### src/rtl/lut_cell_pkg.sv
package lut_cell_pkg;

  typedef enum logic {
    OUT_COMB = 1'b0,
    OUT_REG  = 1'b1
  } out_sel_e;

  // Picks one truth-table entry; tables up to 64 entries fit.
  function automatic logic lut_pick(input logic [63:0] tbl, input logic [5:0] idx);
    return tbl[idx];
  endfunction

endpackage

### src/rtl/lut_table.sv
module lut_table #(
  parameter int unsigned K = 4,
  localparam int unsigned N = 2**K
) (
  input  logic [N-1:0] tbl,
  input  logic [K-1:0] idx,
  output logic         y
);

  // Binary mux tree: level l halves the candidates using idx[l-1].
  for (genvar l = 0; l <= K; l++) begin : g_lvl
    localparam int unsigned W = 2**(K-l);
    logic [W-1:0] v;
    if (l == 0) begin : g_leaf
      assign v = tbl;
    end else begin : g_node
      for (genvar j = 0; j < W; j++) begin : g_mux
        assign v[j] = idx[l-1] ? g_lvl[l-1].v[2*j+1] : g_lvl[l-1].v[2*j];
      end
    end
  end

  assign y = g_lvl[K].v[0];

endmodule

### src/rtl/lut_cfg_chain.sv
module lut_cfg_chain #(
  parameter int unsigned W = 17
) (
  input  logic         clk,
  input  logic         rst,
  input  logic         cfg_en,
  input  logic         cfg_din,
  output logic [W-1:0] word,
  output logic         cfg_dout
);

  logic [W-1:0] chain_q;

  // No reset: configuration survives the user reset.
  always_ff @(posedge clk) begin
    if (cfg_en) chain_q <= {chain_q[W-2:0], cfg_din};
  end

  assign word     = chain_q;
  assign cfg_dout = chain_q[W-1];

  // without enable nothing in the configuration moves
  assert_cfg_hold_R4: assert property (@(posedge clk) disable iff (rst)
    !cfg_en |=> $stable(word));

  // next serial bit is the one that sat just below the top
  assert_serial_order_R5: assert property (@(posedge clk) disable iff (rst)
    cfg_en |=> cfg_dout == $past(word[W-2]));

endmodule

### src/rtl/lut_out_stage.sv
module lut_out_stage
  import lut_cell_pkg::*;
(
  input  logic     clk,
  input  logic     rst,
  input  logic     d,
  input  out_sel_e sel,
  output logic     ff_q,
  output logic     dout
);

  always_ff @(posedge clk) begin
    if (rst) ff_q <= 1'b0;
    else     ff_q <= d;
  end

  assign dout = (sel == OUT_REG) ? ff_q : d;

  // an edge in reset leaves the flip-flop at zero
  assert_ff_cleared_R6: assert property (@(posedge clk) disable iff (rst)
    $past(rst) |-> ff_q == 1'b0);

endmodule

### src/rtl/lut_cell.sv
module lut_cell
  import lut_cell_pkg::*;
#(
  parameter int unsigned LUT_K = 4
) (
  input  logic             clk,
  input  logic             rst,
  input  logic             cfg_en,
  input  logic             cfg_din,
  input  logic [LUT_K-1:0] din,
  output logic             dout,
  output logic             cfg_dout
);

  localparam int unsigned TBL_W   = 2**LUT_K;
  localparam int unsigned CHAIN_W = TBL_W + 1;

  logic [CHAIN_W-1:0] cfg_word;
  logic [TBL_W-1:0]   tbl;
  out_sel_e           out_sel;
  logic               lut_y;
  logic               ff_q;

  lut_cfg_chain #(.W(CHAIN_W)) u_chain (
    .clk      (clk),
    .rst      (rst),
    .cfg_en   (cfg_en),
    .cfg_din  (cfg_din),
    .word     (cfg_word),
    .cfg_dout (cfg_dout)
  );

  // Word layout: top bit selects the output path, the rest is the table.
  assign tbl     = cfg_word[TBL_W-1:0];
  assign out_sel = out_sel_e'(cfg_word[CHAIN_W-1]);

  lut_table #(.K(LUT_K)) u_table (
    .tbl (tbl),
    .idx (din),
    .y   (lut_y)
  );

  lut_out_stage u_out (
    .clk  (clk),
    .rst  (rst),
    .d    (lut_y),
    .sel  (out_sel),
    .ff_q (ff_q),
    .dout (dout)
  );

  // combinational path returns the addressed table entry
  assert_comb_lookup_R1: assert property (@(posedge clk) disable iff (rst)
    out_sel == OUT_COMB |-> dout == lut_pick(64'(tbl), 6'(din)));

  // registered path returns the table result of the previous edge
  assert_reg_capture_R2: assert property (@(posedge clk) disable iff (rst)
    (!$past(rst) && out_sel == OUT_REG) |-> dout == $past(lut_y));

  // reset and shift together: flop cleared and chain advanced
  assert_rst_and_shift_R7: assert property (@(posedge clk) disable iff (rst)
    ($past(rst) && $past(cfg_en)) |-> (ff_q == 1'b0 && cfg_dout == $past(cfg_word[CHAIN_W-2])));

endmodule

### config.mk
export PLATFORM = sky130hd
export DESIGN_NAME = lut_cell
export DESIGN_NICKNAME = d
export VERILOG_FILES = /design/src/rtl/lut_cell_pkg.sv /design/src/rtl/lut_table.sv /design/src/rtl/lut_cfg_chain.sv /design/src/rtl/lut_out_stage.sv /design/src/rtl/lut_cell.sv
export SDC_FILE = /design/constraint.sdc
export NUM_CORES = 1
export LEC_CHECK = 0
export ABC_AREA = 1
export BUFFER_PORTS_ARGS = -buffer_cell sky130_fd_sc_hd__buf_2
export CAP_MARGIN = 20
export CORE_AREA = 10 10 47 49
export CTS_BUF_LIST = sky130_fd_sc_hd__clkbuf_8
export DETAILED_ROUTE_END_ITERATION = 10
export DIE_AREA = 0 0 57 59
export PLACE_DENSITY = 0.88
export SLEW_MARGIN = 20
export SYNTH_ARGS = -nofsm -noshare
export SYNTH_HDL_FRONTEND = slang
export SYNTH_SLANG_ARGS = --single-unit
export TNS_END_PERCENT = 30
### constraint.sdc
create_clock -name clk -period 1.9 [get_ports clk]
set_input_delay 0.38 -clock clk [delete_from_list [all_inputs] [get_ports clk]]
set_output_delay 0.38 -clock clk [all_outputs]
set_load 0.02 [all_outputs]
==> metrics.md <==
| Metric | Value |
|---|---|
| Outcome | completed |
| Worst-Margin Slew | 362.3 ps |
| Distinct cells, synth | 10 |
| Fraction of layout cells with a size suffix above 1 | 20.00% |
| Synth-to-layout area growth | 12.66% |
| Worst hold path type | input port to flip-flop |
| Fill count | 117 |
| Drt wl/cell | 13.62 µm |
| CTS Buffer Depth | 2 |
| Antenna Violating Nets Remaining | 0 |
| Ys async rst share | 0% |
| Mapped cell area | 780.7 µm² |
| CP Max Fanout | 2 |
| Main synth FF type | edfxtp_1 |
| Final Skew | 2.477 ps |
| CTS root buf | clkbuf_8 |
| Initial core utilization | 55.71% |
| Critical Path AT | 1340 ps |
| TritonRoute pass-1 iters | 4 |
| I/O pin total | 10 |
| RSZ-0062 raised after global routing | no |
| Overflow after GRT | 0 |
| Slew margin rel. | 75.84% |
| Synth warnings | 0 |
| Initial antenna violation count | 0 |
| Die Area | 0.003363 mm² |
| Critical Path Sink Type | primary output |
| Mean post-synth cell area | 10.70 µm² |
| Clk_lat worst skew | 250 ps |
| Worst-path clk slew | 60 ps |
| Routed WL | 1376 µm |
| Setup bufs post-CTS | 0 |
| Register area share after synthesis | 67.95% |
| Final period util | 90.73% |
| Antenna Cells | 0 |
| Initial drt markers | 5 |
| # setup viols final | 0 |
| CTS tree | built |
| Fmax | 0.5801 GHz |
| Pre-CTS setup slack | 210.0 ps |
| CTS sink cnt | 18 |
| Area share of the largest cell type after synthesis | 65.38% |
| Max rail drop VDD | 0.4900 mV |
| First-pass GRT wire length | 2277 µm |
| Top post-synthesis cells by area | edfxtp_1, nand2_1, inv_1 |
| Critical path required time | 1520 ps |
| Tot GR Track Use | 8.962% |
| Most frequent cells after synthesis | nand2_1, edfxtp_1, inv_1, nand3_1, nand2_2 |
| Final hold violation count | 0 |
| Die height | 59 µm |
| H-Tree Depth | 1 |
| Mapped Cells | 73 |
| Num rows | 14 |
| Largest net degree at the start of global routing | 18 |
| Count leader, synth | nand2_1 |
| Setup tns final | 0 ps |
| Hold_ws | 276.2 ps |
| Via count of the routed design | 531 |
| CORE AREA | 0.001401 mm² |
| Leakage | 0.4186 nW |
| Pwr Density | 915.9 mW/mm² |
| Post-synthesis net count | 81 |
| CTS Buf Count | 3 |
| Hold_buf cts | 0 |
| Final min period | 1724 ps |
| Post-synth EDFFs | 17 |
| Routability cong. | 0.8886 |
| Die Wd | 57 µm |
| MaxCap Viol Count | 0 |
| Vias in the first global route | 542 |
| PnR worst setup slack | 176.2 ps |
| Post-layout net count | 94 |
| Post-DP HPWL | 1021 µm |
| PortBufs | 9 |
| Slew Limit Fails | 0 |
| WS Path Type | flip-flop to primary output |
| Startpoint type of the worst setup path | flip-flop |
| CTS resizes | 0 |
| DR DRC count | 0 |
| #FFs+latches synth | 18 |
| Leading area contributor after synthesis | edfxtp_1 |
| Via density | 5.257 |
flip-flops by register name (all words and copies together) (netlist names):
register and count:
u_out.ff_q 1, u_chain.word 17
metal layers:
layer,vias to the layer above,global-route usage [%],part of all wire (%)
met5,-,0,0
li1,257,-,-
met1,259,8.953,41
met2,11,13.95,50
met3,4,4.506,6.5
met4,0,7.047,2.3
metrics by stage:
stage	instance area, µm²	util (%)	cells	total power [mW]
floorplan	780.7	-	73	0.5227
global placement	834.6	59.55	97	0.5461
detailed placement	834.6	59.55	97	0.5516
CTS	879.6	62.77	101	0.8115
global route	879.6	62.77	101	0.8459
finish	879.6	62.77	101	0.8056
final timing paths:
check | cells after the start | startpoint | slack, ps | to
min reg2reg | 0 | u_chain.word[9]$_DFFE_PP_ | 450 | u_chain.word[10]$_DFFE_PP_
max reg2reg | 6 | u_chain.word[13]$_DFFE_PP_ | 950 | u_out.ff_q$_SDFF_PP0_
max | 9 | u_chain.word[13]$_DFFE_PP_ | 180 | dout
min | 2 | rst | 280 | u_out.ff_q$_SDFF_PP0_
cell usage in the layout (no fill, tap or decap):
cell	Yosys	layout
nand3_1	11	11
inv_1	16	17
clkbuf_8	0	3
nand2_1	21	21
edfxtp_1	17	17
inv_8	1	1
dfxtp_1	1	1
a21oi_1	1	1
buf_2	0	9
nand3_2	1	1
nand2_2	3	3
layout make-up:
class / instances / area [µm²] / share of cell area [%]
inverters: 17 / 71.32 / 8.108
multi-input cells: 37 / 167.7 / 19.06
clock inverters: 1 / 3.754 / 0.4267
clock buffers: 3 / 41.29 / 4.694
well taps: 16 / 20.02 / 2.276
repair buffers: 9 / 45.04 / 5.121
flip-flops and latches: 18 / 530.5 / 60.31
logic make-up (layout without fill, tap and decap cells):
family / Yosys count / in the layout / synth area share, %
buffers and inverters: 18 / 30 / 10.58
DFF: 18 / 18 / 67.95
and+or+nand+nor: 36 / 36 / 20.83
AOI/OAI and AO/OA: 1 / 1 / 0.6404
power by group:
part | switching (mW) | leakage [nW] | internal (mW)
clock network | 0.119 | 0.0269 | 0.143
registers | 0.0115 | 0.175 | 0.461
logic | 0.0458 | 0.217 | 0.0246
total | 0.176 | 0.419 | 0.629
critical path, stage by stage, from the launching register on:
cell and delay, ps:
edfxtp_1 400, inv_1 80, nand2_1 50, nand3_1 100, nand3_1 80, nand3_1 80, nand2_1 70, nand2_1 50
nand2_1 40, buf_2 150
No activity file was read; power rests on OpenSTA's default activity.
